===== src/rtl/agu_pkg.sv =====
package agu_pkg;

  typedef enum logic [3:0] {
    OP_IDLE   = 4'd0,
    OP_RF_IMM = 4'd1,
    OP_AR_RF  = 4'd2,
    OP_LOAD   = 4'd3,
    OP_OFS1   = 4'd4,
    OP_OFS2   = 4'd5,
    OP_OFS4   = 4'd6,
    OP_PM1    = 4'd7,
    OP_PM2    = 4'd8,
    OP_PM4    = 4'd9,
    OP_BREV   = 4'd10
  } agu_op_e;

  typedef struct packed {
    logic       base_rf;   // sum base: 1 = register file, 0 = AR
    logic       add_rf;    // sum addend: 1 = register file, 0 = scaled immediate
    logic [1:0] shift;     // immediate left shift
    logic       use_sum;   // address comes from the adder
    logic       ar_post;   // AR takes the sum
    logic       ar_load;   // AR takes the register-file operand
    logic       brev;      // bit-reversed walk cycle
    logic       mem_en;    // memory access strobe
  } agu_ctrl_t;

endpackage


===== src/rtl/agu_decode.sv =====
module agu_decode
  import agu_pkg::*;
(
  input  logic [3:0] op_i,
  output agu_ctrl_t  ctrl_o
);

  always_comb begin
    ctrl_o = '0;
    case (op_i)
      OP_RF_IMM: begin
        ctrl_o.base_rf = 1'b1;
        ctrl_o.use_sum = 1'b1;
        ctrl_o.mem_en  = 1'b1;
      end
      OP_AR_RF: begin
        ctrl_o.add_rf  = 1'b1;
        ctrl_o.use_sum = 1'b1;
        ctrl_o.mem_en  = 1'b1;
      end
      OP_LOAD: ctrl_o.ar_load = 1'b1;
      OP_OFS1, OP_OFS2, OP_OFS4: begin
        ctrl_o.shift   = 2'(op_i - OP_OFS1);
        ctrl_o.use_sum = 1'b1;
        ctrl_o.mem_en  = 1'b1;
      end
      OP_PM1, OP_PM2, OP_PM4: begin
        ctrl_o.shift   = 2'(op_i - OP_PM1);
        ctrl_o.use_sum = 1'b1;
        ctrl_o.ar_post = 1'b1;
        ctrl_o.mem_en  = 1'b1;
      end
      OP_BREV: begin
        ctrl_o.brev   = 1'b1;
        ctrl_o.mem_en = 1'b1;
      end
      default: ctrl_o = '0;
    endcase
  end

endmodule


===== src/rtl/agu_imm_scale.sv =====
module agu_imm_scale #(
  parameter int AW = 16,
  parameter int IW = 10
) (
  input  logic [IW-1:0] imm_i,
  input  logic [1:0]    shift_i,
  output logic [AW-1:0] ofs_o
);

  localparam int EXT = AW - IW;

  function automatic logic [AW-1:0] sext(input logic [IW-1:0] v);
    return {{EXT{v[IW-1]}}, v};
  endfunction

  assign ofs_o = sext(imm_i) << shift_i;

endmodule


===== src/rtl/agu_rev_counter.sv =====
module agu_rev_counter #(
  parameter int RW = 10
) (
  input  logic          clk_i,
  input  logic          rst_ni,
  input  logic          clear_i,
  input  logic          step_i,
  output logic [RW-1:0] rev_o
);

  logic [RW-1:0] cnt_q;

  always_ff @(posedge clk_i) begin
    if (!rst_ni || clear_i) cnt_q <= '0;
    else if (step_i)        cnt_q <= cnt_q + 1'b1;
  end

  for (genvar b = 0; b < RW; b++) begin : g_rev
    assign rev_o[b] = cnt_q[RW-1-b];
  end

endmodule


===== src/rtl/addr_gen_unit.sv =====
module addr_gen_unit
  import agu_pkg::*;
#(
  parameter int AW = 16,
  parameter int IW = 10,
  parameter int RW = 10
) (
  input  logic          clk_i,
  input  logic          rst_ni,
  input  logic [3:0]    op_i,
  input  logic [AW-1:0] rf_i,
  input  logic [IW-1:0] imm_i,
  output logic [AW-1:0] addr_o,
  output logic          mem_en_o,
  output logic [AW-1:0] ar_o
);

  localparam int PAGE_W = AW - RW;

  agu_ctrl_t     ctrl;
  logic [AW-1:0] ar_q;
  logic [AW-1:0] imm_ofs;
  logic [AW-1:0] base;
  logic [AW-1:0] addend;
  logic [AW-1:0] sum;
  logic [RW-1:0] rev_idx;

  // named events for the checker
  logic ar_load_evt;
  logic ar_post_evt;
  logic brev_evt;

  function automatic logic [AW-1:0] add_wrap(input logic [AW-1:0] a,
                                             input logic [AW-1:0] b);
    return a + b;
  endfunction

  agu_decode u_dec (
    .op_i   (op_i),
    .ctrl_o (ctrl)
  );

  agu_imm_scale #(.AW(AW), .IW(IW)) u_scale (
    .imm_i   (imm_i),
    .shift_i (ctrl.shift),
    .ofs_o   (imm_ofs)
  );

  assign ar_load_evt = ctrl.ar_load;
  assign ar_post_evt = ctrl.ar_post;
  assign brev_evt    = ctrl.brev;

  agu_rev_counter #(.RW(RW)) u_rev (
    .clk_i   (clk_i),
    .rst_ni  (rst_ni),
    .clear_i (ar_load_evt),
    .step_i  (brev_evt),
    .rev_o   (rev_idx)
  );

  assign base   = ctrl.base_rf ? rf_i : ar_q;
  assign addend = ctrl.add_rf  ? rf_i : imm_ofs;
  assign sum    = add_wrap(base, addend);

  always_comb begin
    if (brev_evt)          addr_o = {ar_q[AW-1 -: PAGE_W], rev_idx};
    else if (ctrl.use_sum) addr_o = sum;
    else                   addr_o = ar_q;
  end

  assign mem_en_o = ctrl.mem_en;
  assign ar_o     = ar_q;

  always_ff @(posedge clk_i) begin
    if (!rst_ni)          ar_q <= '0;
    else if (ar_load_evt) ar_q <= rf_i;
    else if (ar_post_evt) ar_q <= sum;
  end

endmodule


===== config.mk =====
export PLATFORM = sky130hd
export DESIGN_NAME = addr_gen_unit
export DESIGN_NICKNAME = d
export VERILOG_FILES = /design/src/rtl/agu_pkg.sv /design/src/rtl/agu_decode.sv /design/src/rtl/agu_imm_scale.sv /design/src/rtl/agu_rev_counter.sv /design/src/rtl/addr_gen_unit.sv
export SDC_FILE = /design/constraint.sdc
export NUM_CORES = 1
export LEC_CHECK = 0
export ABC_AREA = 1
export BUFFER_PORTS_ARGS = -buffer_cell sky130_fd_sc_hd__buf_4
export CAP_MARGIN = 20
export CORE_AREA = 2 2 59 116
export CTS_BUF_LIST = sky130_fd_sc_hd__clkbuf_2
export CTS_CLUSTER_DIAMETER = 40
export DETAILED_ROUTE_END_ITERATION = 7
export DIE_AREA = 0 0 61 118
export GPL_TIMING_DRIVEN = 0
export MAX_ROUTING_LAYER = met4
export PLACE_DENSITY_LB_ADDON = 0.3
export SETUP_SLACK_MARGIN = 0.3
export SLEW_MARGIN = 20
export SYNTH_ARGS = -nofsm -noshare
export SYNTH_HDL_FRONTEND = slang
export SYNTH_SLANG_ARGS = --single-unit

===== constraint.sdc =====
create_clock -name clk_i -period 3.01 [get_ports clk_i]
set_input_delay 0.301 -clock clk_i [delete_from_list [all_inputs] [get_ports clk_i]]
set_output_delay 0.301 -clock clk_i [all_outputs]
set_load 0.03 [all_outputs]

## Word level (Yosys, flattened, before mapping)

Index checks and enable logic that the tools add are counted.

| word-level totals | value |
|---|---|
| flip-flop bits (word level) | 26 |
| input bits | 32 |
| output and inout bits | 33 |
| word-level logic and storage cells | 38 |

| cells by class | value |
|---|---|
| $add $sub $neg | 4 |
| equal/unequal tests | 10 |
| shift-type cells | 1 |
| multiplexer cells | 14 |
| reductions and logical operators | 7 |

Operators with widths:

| kind | number |
|---|---|
| two-way mux 16 bit | 6 |
| adder 16 bit | 1 |
| equality test 4 x 3 -> 1 bit (second input constant) | 4 |
| << shifter 16 x 2 -> 16 bit | 1 |
| equality test 4 bit (second input constant) | 3 |
| adder 10 x 1 -> 10 bit (second input constant) | 1 |
| OR reduction 9 bit | 1 |
| equality test 4 x 2 -> 1 bit (second input constant) | 2 |
| OR reduction 8 bit | 1 |
| two-way mux 1 bit | 7 |
| OR reduction 3 bit | 2 |
| equality test 4 x 1 -> 1 bit (second input constant) | 1 |
| case mux 2 bit (2 select lines) | 1 |
| nonzero test 2 bit | 1 |
| subtractor 2 x 1 -> 2 bit (second input constant) | 1 |
| subtractor 2 bit (second input constant) | 1 |
| logical NOT 1 bit | 1 |
| logical OR 1 bit | 1 |

## Logic depth before layout (Yosys ltp)

Gate-level depths: netlist (run 1).

| logic depth | value |
|---|---|
| depth after elaboration | 8 |
| gate-level depth with buffers | 23 |
| depth with buffers taken out | 22 |

## Cells and area by module

Synthesis (run 1) repeated with hierarchy kept, for this count alone.

| unflattened totals | value |
|---|---|
| cell total of the unflattened synthesis | 565 |
| area, all modules | 3231.8 um^2 |

Modules (own cells, without submodules):

| module | times used | cells an instance | area an instance (um^2) | seq. area each (um^2) |
|---|---|---|---|---|
| addr_gen_unit | 1 | 389 | 2255.9 | 320.3 |
| agu_rev_counter | 1 | 69 | 466.7 | 200.2 |
| agu_imm_scale | 1 | 68 | 309.0 | 0.0 |
| agu_decode | 1 | 39 | 200.2 | 0.0 |

## Worst setup path before layout (run 1)

No wires, ideal clock.

| path | value |
|---|---|
| path type | input to output |
| start point | in op_i[1] |
| end point | out addr_o[14] |
| arrival | 2.862 ns |
| path slack | -0.153 ns |
| stages on the path | 21 |
| path through | inv_1 ha_1 o21ai_2 nand2_4 buf_12 inv_4 o22ai_4 nor2_4 inv_2 o22ai_1 ha_1 fa_1 nand2_1 nand2_1 nand3b_1 nand2_1 nand2_1 nand2_1 nand2_1 nand3_1 o21ai_1 |

| between the ends | value |
|---|---|
| word-level cells in the longest chain between the ends | 8 |
| elaborated cells between the ends (all ways) | 25 |
| those cells by class | 3 x add/sub; 9 x eq/ne; 1 x shift; 9 x mux; 3 x reduce/logical |

RTL lines:

| item | line | source |
|---|---|---|
| from (decl) | addr_gen_unit.sv:10 | `input logic [3:0] op_i,` |
| equality test 4 x 3 -> 1 bit / equality test 4 bit (equally long branches) | agu_decode.sv:10 | `case (op_i)` |
| OR reduction 3 bit (on tied branches) | -- |  |
| case mux 2 bit (2 select lines) | agu_decode.sv:10 |  |
| << shifter 16 x 2 -> 16 bit | agu_imm_scale.sv:16 | `assign ofs_o = sext(imm_i) << shift_i;` |
| two-way mux 16 bit | addr_gen_unit.sv:62 | `assign addend = ctrl.add_rf ? rf_i : imm_ofs;` |
| adder 16 bit | addr_gen_unit.sv:35 | `return a + b;` |
| two-way mux 16 bit | addr_gen_unit.sv:67 | `else if (ctrl.use_sum) addr_o = sum;` |
| two-way mux 16 bit * | addr_gen_unit.sv:66 | `if (brev_evt) addr_o = {ar_q[AW-1 -: PAGE_W], rev_idx};` |
| to (decl) | addr_gen_unit.sv:13 | `output logic [AW-1:0] addr_o,` |

Every way passes the cells marked *; elsewhere a longest branch is shown, timed or not.

## Worst setup path in the final report (run 1)

| path | value |
|---|---|
| start point | in op_i[3] |
| end point | out addr_o[9] |

The elaborated chain is that of the path after synthesis.

==> out/metrics.yaml, run 1 <==
run_status:
  outcome: "finished, violations left"
  failed_checks: "negative setup slack"
worst_setup_path:
  startpoint_type: "input port"
  crit_chain: "buf_4, nor2_4, nand2_1, buf_4, clkbuf_8, o21ai_0, ha_4, nand2_2, nor2_1, nand2_1, nand3_4, nand2_2, nand2_1, nand2_1, nand3_1, o211ai_1, buf_4"
  end_kind: "output port"
  worstPathArrival_ns: 3.10
  cpPeakStageDelay_ns: 0.52
  criticalPathCategory: "input port to output port"
  crit_fanout: 10
  cp.required_ns: 2.71
  crit_top_cell: "nand2_1"
  crit_path_top_delay_cell: "o21ai_0"
route:
  drc_errors: 0
  drtIter0Drc: 273
  num_vias: 4183
  wl_mm: 12.5
  wl_per_cell_um: 16.5
  vias_per_cell: 5.53
  ant_nets: 0
  dr.pass1.iters: 6
sta:
  finalHoldViolations: 0
  clock_skew_ns: 0.0162
  fin_setup_tns_ns: -4.18
  timing.fmax_mhz: 294
  setup_viol: 15
  slew_violations: 0
  tightest_slew_ns: 0.659
  layout_setup_ws_ns: -0.395
  rsz0062_at_grt: "yes"
  hold-worst-slack_ns: 0.165
  relSlewSlack_pct: 55.6
  post-route-period-util_pct: 113
  layout_min_cycle_time_ns: 3.41
yosys:
  postSynthAreaPerCell_um2: 5.71
  yosysTopAreaCell: "nand2_1"
  synth_fp_nets: 615
  postSynthCellCount: 560
  synth-edff-count: 0
  async_flop_share_pct: 0
  ys.flop_type: "dfxtp_1"
  post_synth_num_cell_types: 38
  yosys-top-cells-area: "nand2_1 (23%), dfxtp_1 (16%), inv_1 (11%), ha_1 (8.6%), nand3_1 (4.7%)"
  syn_area_um2: 3200
  yosysWarnings: 0
  ys_seq_area_share_pct: 16.3
  ys_ff_latch: 26
  synth_top_area_share_pct: 23.0
floorplan:
  coreArea_um2: 6310
  rows: 41
  ios: 65
  floorplan.initialDensity_pct: 50.7
  die_w_um: 61
  dieArea_um2: 7200
  die_h_um: 118
grt:
  grt-ovfl-total: 0
  antenna_found_initial: 0
  first_global_vias: 4252
  grt_pass1_wl_mm: 19.2
  grt_max_degree: 16
  track_usage_pct: 35.9
run:
  cap_violations: 0
placement:
  numPortBuffers: 64
  hpwlAfterDp_mm: 8.68
  globalplace.congestion: 0.997
  place_ws_ns: -0.651
power:
  combinationalPowerShare_pct: 67.6
  switching_share_pct: 47.3
  internal_power_w: 0.00102
  cellPowerDensity_nw_per_um2: 403
  vdd_drop_max_mv: 0.357
  clkPwrFrac_pct: 12.5
  seq_power_share_pct: 19.9
  leakage_nw: 2.33
  p_sw_w: 0.000919
final_layout:
  fillers: 517
  areaGrowthSynthToFinish_pct: 50.7
  insertedDiodeCount: 0
  drive_gt1_share_pct: 38.5
  finalNetCount: 726
clock_tree:
  cts_sinks: 26
  cts_tree: "built"
  cts_buffer_depth: 2
  h-tree-depth: 1
  root_buffer: "clkbuf_2"
  numCtsBuffers: 3
  insertion_delay_ns: 0.40
  cts.clk_slew.worst_paths_ns: 0.31
hold_path:
  hp-class: "input port to flip-flop"
[state kept, by name (all words and copies together), names as in the netlist]
signal and flops:
ar_o 16, u_rev.cnt_q 10
[critical path, delay by kind of cell]
family / cells / cell delay, ns
simple gates: 10 / 1.06
fa+ha+maj: 1 / 0.32
compound gates: 2 / 0.65
buf+inv: 4 / 0.75
[synthesized netlist by cell type, types with 3 or more instances]
cell,number
o211ai_1,8
o21ai_0,26
inv_2,5
ha_1,22
a22oi_1,3
nand3b_1,6
nor2_1,37
nand3_1,30
o22ai_1,12
xor2_1,6
buf_6,4
dfxtp_1,26
a21oi_1,29
clkbuf_1,5
inv_1,94
nand2_1,196
and2_1,5
nor2_4,5
nor3_1,6
o21ai_1,9
nand2_2,4
[logic make-up (layout without fill, tap and decap cells)]
family          count (synthesis)  after routing  synth area share [%]
mux                             1              1                 0.352
buf+inv                       115            225                  15.2
flops                          26             26                  16.3
fa+ha+maj                      23             23                  9.23
compound gates                 93             93                  16.9
xor+xnor                        7              7                  1.92
simple gates                  295            295                  40.1
[layout by cell type, fill, tap and decap left out, types with 8 or more instances in the layout]
master / n
a21oi_1: 23
buf_4: 93
buf_6: 17
dfxtp_1: 26
ha_4: 13
inv_1: 89
inv_2: 8
nand2_1: 156
nand2_2: 44
nand3_1: 20
nand3_2: 9
nor2_1: 26
nor2_2: 8
nor2_4: 8
o211ai_1: 8
o21ai_0: 18
o21ai_2: 8
o22ai_1: 11
[area by class of cell]
cell class | instances | area (µm²) | area share, %
buffer | 13 | 115 | 2.39
clock buffer | 3 | 15.0 | 0.311
clock inverter | 1 | 30.0 | 0.623
inverter | 102 | 405 | 8.41
multi-input combinational | 419 | 2760 | 57.3
sequential | 26 | 520 | 10.8
tap | 86 | 108 | 2.23
timing repair buffer | 106 | 865 | 17.9
[final timing paths]
path	from	endpoint	slack, ns	depth (start not counted)
worst max-delay path	op_i[3]	addr_o[9]	-0.40	17
worst min-delay path	rf_i[3]	ar_o[3]$_SDFFE_PN0P_	0.17	3
worst max register to register	ar_o[0]$_SDFFE_PN0P_	ar_o[12]$_SDFFE_PN0P_	0.28	19
worst min register to register	u_rev.cnt_q[9]$_SDFFE_PP0P_	u_rev.cnt_q[9]$_SDFFE_PP0P_	0.49	2
[repair_timing]
action / CTS / global route
setup buffers: 30 / 11
pin swaps: 40 / 55
hold buffers: 0 / 0
cloned: 1 / 0
endpoints found under the setup margin: 26 / 26
resized for setup: 76 / 60
[through the flow]
step           area [µm²]  power, W  cells  utilization [%]
2_1_floorplan        3340   0.00106    560                -
3_3_place_gp         3920   0.00135    710             62.2
3_5_place_dp         3920   0.00136    710             62.2
4_1_cts              4490   0.00177    745             71.2
5_1_grt              4820   0.00205    756             76.4
6_report             4820   0.00194    756             76.4
[power by group through the flow]
stage,registers [W],logic (W),clock network [W]
CTS,0.000385,0.00115,0.000244
floorplan,0.000426,0.000639,0
global placement,0.000390,0.000956,0
detailed placement,0.000391,0.000968,0
finish,0.000386,0.00131,0.000243
global route,0.000389,0.00141,0.000256
[layer usage]
| metal | wire length, µm | vias to the layer above | GRT usage (%) |
|---|---|---|---|
| li1 | - | 1985 | - |
| met1 | 4160 | 1924 | 33.4 |
| met2 | 6660 | 207 | 61.6 |
| met3 | 593 | 67 | 5.49 |
| met4 | 1080 | 0 | 26.4 |
| met5 | 0 | - | - |
No activity file was read; power rests on OpenSTA's default activity.
==> inputs of run 2 (changes only) <==
- CORE_AREA: 2 2 59 116 -> 2 2 56 111
- DIE_AREA: 0 0 61 118 -> 0 0 58 113
- clock period: 3.01 -> 3.6 ns (I/O delays scaled with it)
==> out/metrics.yaml, run 2 (synthesis gave the netlist of run 1 again) <==
sta:
  fin_setup_tns_ns: 0  # +4.18 ns
  setup_viol: 0  # -15
  finalHoldViolations: 0  # unchanged
  slew_violations: 0  # unchanged
  relSlewSlack_pct: 57.6  # +2.0 points
  rsz0062_at_grt: "yes"
  timing.fmax_mhz: 286
  tightest_slew_ns: 0.635  # -0.0234 ns
  clock_skew_ns: 0.00796  # -0.00826 ns
  post-route-period-util_pct: 97.2
  layout_min_cycle_time_ns: 3.50
  layout_setup_ws_ns: 0.102  # +0.498 ns
route:
  drtIter0Drc: 355  # +30%
  drc_errors: 0  # unchanged
  ant_nets: 0  # unchanged
  wl_per_cell_um: 18.8  # +13%
  wl_mm: 13.6  # +8.5%
  dr.pass1.iters: 7  # +1
  num_vias: 4306  # +2.9%
  vias_per_cell: 5.96  # +7.6%
worst_setup_path:
  crit_chain: "buf_12, clkinv_8, ha_4, inv_1, nand3_2, nand2_4, nand2_2, o21ai_4, buf_6, nand2_1, nand2_1, nor2_1, nor2_1, ha_4, nand2_2, nand3_2, nand2_1, nand2_4, nand2_1, nand2_1, nand2_1, nand3_1, o21ai_1, buf_4"
  worst_path_dominant_cell_family: "simple AND/OR/NAND/NOR gates"
  worstPathArrival_ns: 3.14  # +0.04 ns
  end_kind: "output port"
  crit_fanout: 5  # -5
  crit_path_top_delay_cell: "ha_4"
  cpPeakStageDelay_ns: 0.27  # -0.25 ns
  worstReg2RegStart: "ar_o[0]$_SDFFE_PN0P_"
  cp.required_ns: 3.24  # +0.53 ns
  critical_path_depth: 24  # +7
  reg2reg_depth: 20  # +1
  crit_top_cell: "nand2_1"
  cp-startpoint: "op_i[1]"
  criticalPathCategory: "input port to output port"
  cp.buffers_inverters: 5  # +1
  startpoint_type: "input port"
final_layout:
  drive_gt1_share_pct: 36.1  # -2.4 points
  final_cell_mix: "nand2_1 (156), buf_4 (94), inv_1 (88), nand2_2 (37), dfxtp_1 (26)"
  areaGrowthSynthToFinish_pct: 45.9
  layout_commonest_cell: "nand2_1"
  finalNetCount: 718  # -1.1%
  insertedDiodeCount: 0  # unchanged
  final_area_um2: 4670  # -3.2%
  largest_reg_flops: 16  # unchanged
placement:
  placed_cell_area_um2: 3760  # -4.3%
  numPortBuffers: 64  # unchanged
  place_ws_ns: -0.447  # +0.204 ns
  hpwlAfterDp_mm: 8.89  # +2.4%
  globalplace.congestion: 0.962  # -3.5%
grt:
  first_global_vias: 4134  # -2.8%
  grt-ovfl-total: 0  # unchanged
  grt_pass1_wl_mm: 18.9  # -1.5%
  grt_max_degree: 16  # unchanged
  antenna_found_initial: 0  # unchanged
  track_usage_pct: 38.4  # +2.5 points
run:
  cap_violations: 0  # unchanged
clock_tree:
  root_buffer: "clkbuf_2"
  cts_sinks: 26  # unchanged
  cts.clk_slew.worst_paths_ns: 0.32  # about the same
  insertion_delay_ns: 0.42  # +0.02 ns
  h-tree-depth: 1  # unchanged
  numCtsBuffers: 3  # unchanged
  cts_buffer_depth: 2  # unchanged
  cts_hold_buf: 0  # unchanged
  cts_tree: "built"
power:
  leakage_nw: 2.31  # -1.1%
  vdd_drop_max_mv: 0.336  # -6.0%
  cellPowerDensity_nw_per_um2: 345  # -14%
run_status:
  outcome: "finished, final reports clean"
floorplan:
  die_w_um: 58  # -4.9%
  die_h_um: 113  # -4.2%
  dieArea_um2: 6550  # -8.9%
  coreArea_um2: 5660  # -10%
  rows: 39  # -4.9%
  ios: 65  # unchanged
  floorplan.initialDensity_pct: 56.5  # +5.8 points
hold_path:
  hp-class: "input port to flip-flop"
  hp-start: "rf_i[5]"
  hold_depth: 3  # unchanged
## run 2: changes by cell type in the layout (fill, tap and decap cells not counted), moves of 7 or more
cell	before	now
nand2_2	44	37
o21ai_1	5	13
buf_6	17	7
nand2_4	2	9
## run 2: per-stage QoR
stage	instances	hold WS [ns]	utilization (%)	total power, W
3_3_place_gp	685	0.448	66.4	0.00110
2_1_floorplan	560	0.439	-	0.000859
5_1_grt	723	0.204	82.5	0.00168
6_report	723	0.182	82.5	0.00161
3_5_place_dp	685	0.492	66.4	0.00111
4_1_cts	711	0.191	74.3	0.00142
## run 2: timing repair
| action | in CTS | in global routing |
|---|---|---|
| endpoints found under the setup margin | 15 | 14 |
| buffers inserted | 21 | 12 |
| gates resized for setup | 68 | 93 |
| endpoints found under the hold margin | 0 | 0 |
| gates cloned | 1 | 0 |
| pin swaps | 22 | 45 |
## run 2: worst reg2reg max path, cell delays in order, from the launching register on
cell and delay [ns]:
dfxtp_1 0.45, nand2_1 0.08, o21ai_0 0.13, ha_2 0.27
fa_2 0.24, nand2_2 0.08, nand2_4 0.08, nand3b_1 0.09
nand2_2 0.15, nand2_2 0.09, nand2_2 0.07, nand2_2 0.06
buf_4 0.13, buf_4 0.12, buf_4 0.12, buf_4 0.12
buf_4 0.12, buf_4 0.12, buf_4 0.12, nand3_1 0.06
a21oi_1 0.06
## run 2: final cells by class
type | instances | area [µm²]
clock inverter | 1 | 30.0
inverter | 102 | 418
multi-input combinational | 419 | 2720
fill | 382 | 992
buffer | 13 | 109
tap | 61 | 76.3
timing repair buffer | 98 | 785
clock buffer | 3 | 15.0
sequential | 26 | 520
## run 2: power by group
part | internal [W] | leakage [nW] | switching, W | total [W]
Clock | 0.0000955 | 0.0266 | 0.000118 | 0.000213
Combinational | 0.000430 | 2.07 | 0.000646 | 0.00108
Sequential | 0.000307 | 0.211 | 0.0000153 | 0.000322
## run 2: worst paths after layout
check | end | slack, ns
setup / recovery | addr_o[11] | 0.10
hold / removal | ar_o[5]$_SDFFE_PN0P_ | 0.18
setup reg to reg | ar_o[14]$_SDFFE_PN0P_ | 0.79
hold reg to reg | ar_o[1]$_SDFFE_PN0P_ | 0.53
## run 2: per-layer routing
layer	GRT usage, %	vias up	part of all wire [%]
li1	-	1970	-
met1	33.4	1987	32
met2	71.4	260	53
met3	3.20	89	5.9
met4	29.3	0	9.3
met5	-	-	0
==> inputs of run 3 (changes only) <==
- GPL_TIMING_DRIVEN: 0 -> unset
- SETUP_SLACK_MARGIN: 0.3 -> 0.02
==> out/metrics.yaml, run 3 (synthesis gave the netlist of run 1 again) <==
run_status:
  outcome: "finished, final reports clean"
sta:
  tightest_slew_ns: 0.633  # -0.00216 ns
  layout_min_cycle_time_ns: 3.51  # +0.00808 ns
  clock_skew_ns: 0.00420  # -0.00377 ns
  finalHoldViolations: 0  # unchanged
  layout_setup_ws_ns: 0.0943  # -0.00808 ns
  setup_viol: 0  # unchanged
  post-route-period-util_pct: 97.4  # +0.22 points
  slew_violations: 0  # unchanged
  timing.fmax_mhz: 285  # -0.23%
  relSlewSlack_pct: 57.7  # about the same
worst_setup_path:
  cpPeakStageDelay_ns: 0.29  # +0.02 ns
  crit_fanout: 8  # +3
  criticalPathCategory: "input port to output port"
  worst_path_dominant_cell_family: "simple AND/OR/NAND/NOR gates"
  cp.required_ns: 3.24  # about the same
  crit_chain: "buf_6, inv_2, ha_4, o21ai_4, nand2_4, o21ai_4, clkbuf_16, nand2_1, nand2_1, nor2_1, nor2_1, ha_1, nand2_1, inv_1, nand2_1, nand3_2, nand2_1, nand2_1, nand2_1, nand3_1, o211ai_1, buf_4"
  startpoint_type: "input port"
  crit_top_cell: "nand2_1"
  worstPathArrival_ns: 3.15  # about the same
  end_kind: "output port"
  crit_path_top_delay_cell: "ha_1"
  cp.buffers_inverters: 5  # unchanged
grt:
  use_met3_pct: 2.86  # -0.34 points
  grt_use_met2_pct: 59.7  # -12 points
  met1_usage_pct: 30.0  # -3.4 points
  antenna_found_initial: 0  # unchanged
  busiest_layer: "met2"
  first_global_vias: 3805  # -8.0%
  grt_max_degree: 23  # +7
  track_usage_pct: 32.8  # -5.6 points
  grt-ovfl-total: 0  # unchanged
  grt_pass1_wl_mm: 16.4  # -13%
floorplan:
  coreArea_um2: 5660  # unchanged
  die_h_um: 113  # unchanged
  die_w_um: 58  # unchanged
  rows: 39  # unchanged
  ios: 65  # unchanged
  floorplan.initialDensity_pct: 56.5  # unchanged
  dieArea_um2: 6550  # unchanged
final_layout:
  finish.utilization_pct: 71.6  # -11 points
  largest_reg_flops: 16  # unchanged
  drive_gt1_share_pct: 23.2  # -13 points
  insertedDiodeCount: 0  # unchanged
  final_cell_mix: "nand2_1 (185), inv_1 (91), buf_4 (79), nor2_1 (35), nand3_1 (27)"
  areaGrowthSynthToFinish_pct: 26.7
  final_area_um2: 4050  # -13%
  layout_commonest_cell: "nand2_1"
  finalNetCount: 689  # -4.0%
clock_tree:
  root_buffer: "clkbuf_2"
  numCtsBuffers: 3  # unchanged
  cts_buffer_depth: 2  # unchanged
  cts_tree: "built"
  cts_sinks: 26  # unchanged
  insertion_delay_ns: 0.39  # -0.03 ns
  cts.clk_slew.worst_paths_ns: 0.30  # -0.02 ns
  h-tree-depth: 1  # unchanged
placement:
  place_ws_ns: 0.000173  # +0.448 ns
  numPortBuffers: 64  # unchanged
  hpwlAfterDp_mm: 8.13  # -8.6%
  globalplace.congestion: 0.935  # -2.8%
  placed_cell_area_um2: 3770  # +0.43%
route:
  vias_per_cell: 5.50  # -7.6%
  dr.pass1.iters: 4  # -3
  drc_errors: 0  # unchanged
  wl_mm: 10.4  # -23%
  num_vias: 3818  # -11%
  drtIter0Drc: 192  # -46%
  wl_per_cell_um: 15.0  # -20%
  ant_nets: 0  # unchanged
power:
  vdd_drop_max_mv: 0.325  # -3.2%
  cellPowerDensity_nw_per_um2: 339  # -1.6%
  leakage_nw: 2.10  # -8.8%
run:
  cap_violations: 0  # unchanged
hold_path:
  hp-class: "input port to flip-flop"
-- run 3: cell count changes in the layout (fill, tap and decap cells not counted), moves of 4 or more --
cell,previous run,this run
nand2_2,37,14
o21ai_0,16,21
o21ai_2,6,1
nand2_4,9,3
buf_4,94,79
ha_4,13,4
nor2_4,9,5
nand2_1,156,185
ha_1,8,15
nor2_1,24,35
nor2_2,9,2
buf_6,7,1
-- run 3: worst paths after layout --
kind / startpoint / end / slack, ns / cells after the start
setup / recovery: op_i[0] / addr_o[9] / 0.09 / 22
hold / removal: rf_i[5] / ar_o[5]$_SDFFE_PN0P_ / 0.22 / 3
setup reg to reg: ar_o[0]$_SDFFE_PN0P_ / ar_o[10]$_SDFFE_PN0P_ / 1.56 / 13
hold reg to reg: u_rev.cnt_q[9]$_SDFFE_PP0P_ / u_rev.cnt_q[9]$_SDFFE_PP0P_ / 0.49 / 2
-- run 3: tightest hold or removal path: cells and delay by family --
family                 cells  cell delay [ns]
buffers and inverters      1             0.11
AOI/OAI and AO/OA          1             0.08
and+or+nand+nor            1             0.05
-- run 3: cell type report --
type                    count  area, µm²
inverters                 102        388
repair buffers             82        649
clock buffers               3       15.0
multi-input cells         419       2370
flip-flops and latches     26        520
well taps                  61       76.3
fillers                   519       1610
clock inverters             1       30.0
-- run 3: timing repair --
| action | 4_1_cts | 5_1_grt |
|---|---|---|
| endpoints found under the hold margin | 0 | 0 |
| hold buffers | 0 | 0 |
| gates resized for setup | 2 | 48 |
| gates cloned | 0 | 1 |
| setup buffers | 0 | 3 |
| setup endpoints to repair | 1 | 12 |
| pin swaps | 0 | 18 |
-- run 3: power breakdown --
group / internal, W / total [W] / switching [W]
combinational: 0.000319 / 0.000849 / 0.000530
sequential: 0.000306 / 0.000322 / 0.0000153
clock: 0.0000954 / 0.000205 / 0.000110
total: 0.000721 / 0.00138 / 0.000655
-- run 3: per-stage QoR --
step	std cells	TNS, ns	hold slack [ns]	total power (W)
final	694	0	0.224	0.00138
after global routing	694	-0.109	0.226	0.00146
after CTS	690	0	0.228	0.00130
after detailed placement	686	0	0.457	0.00109
after global placement	686	0	0.446	0.00108
after floorplan	560	0	0.439	0.000859
-- run 3: routing by layer --
layer,vias to the layer above,share of wire (%)
met5,-,0
met2,118,55
met4,0,7.3
li1,1903,-
met1,1746,33
met3,51,4.3
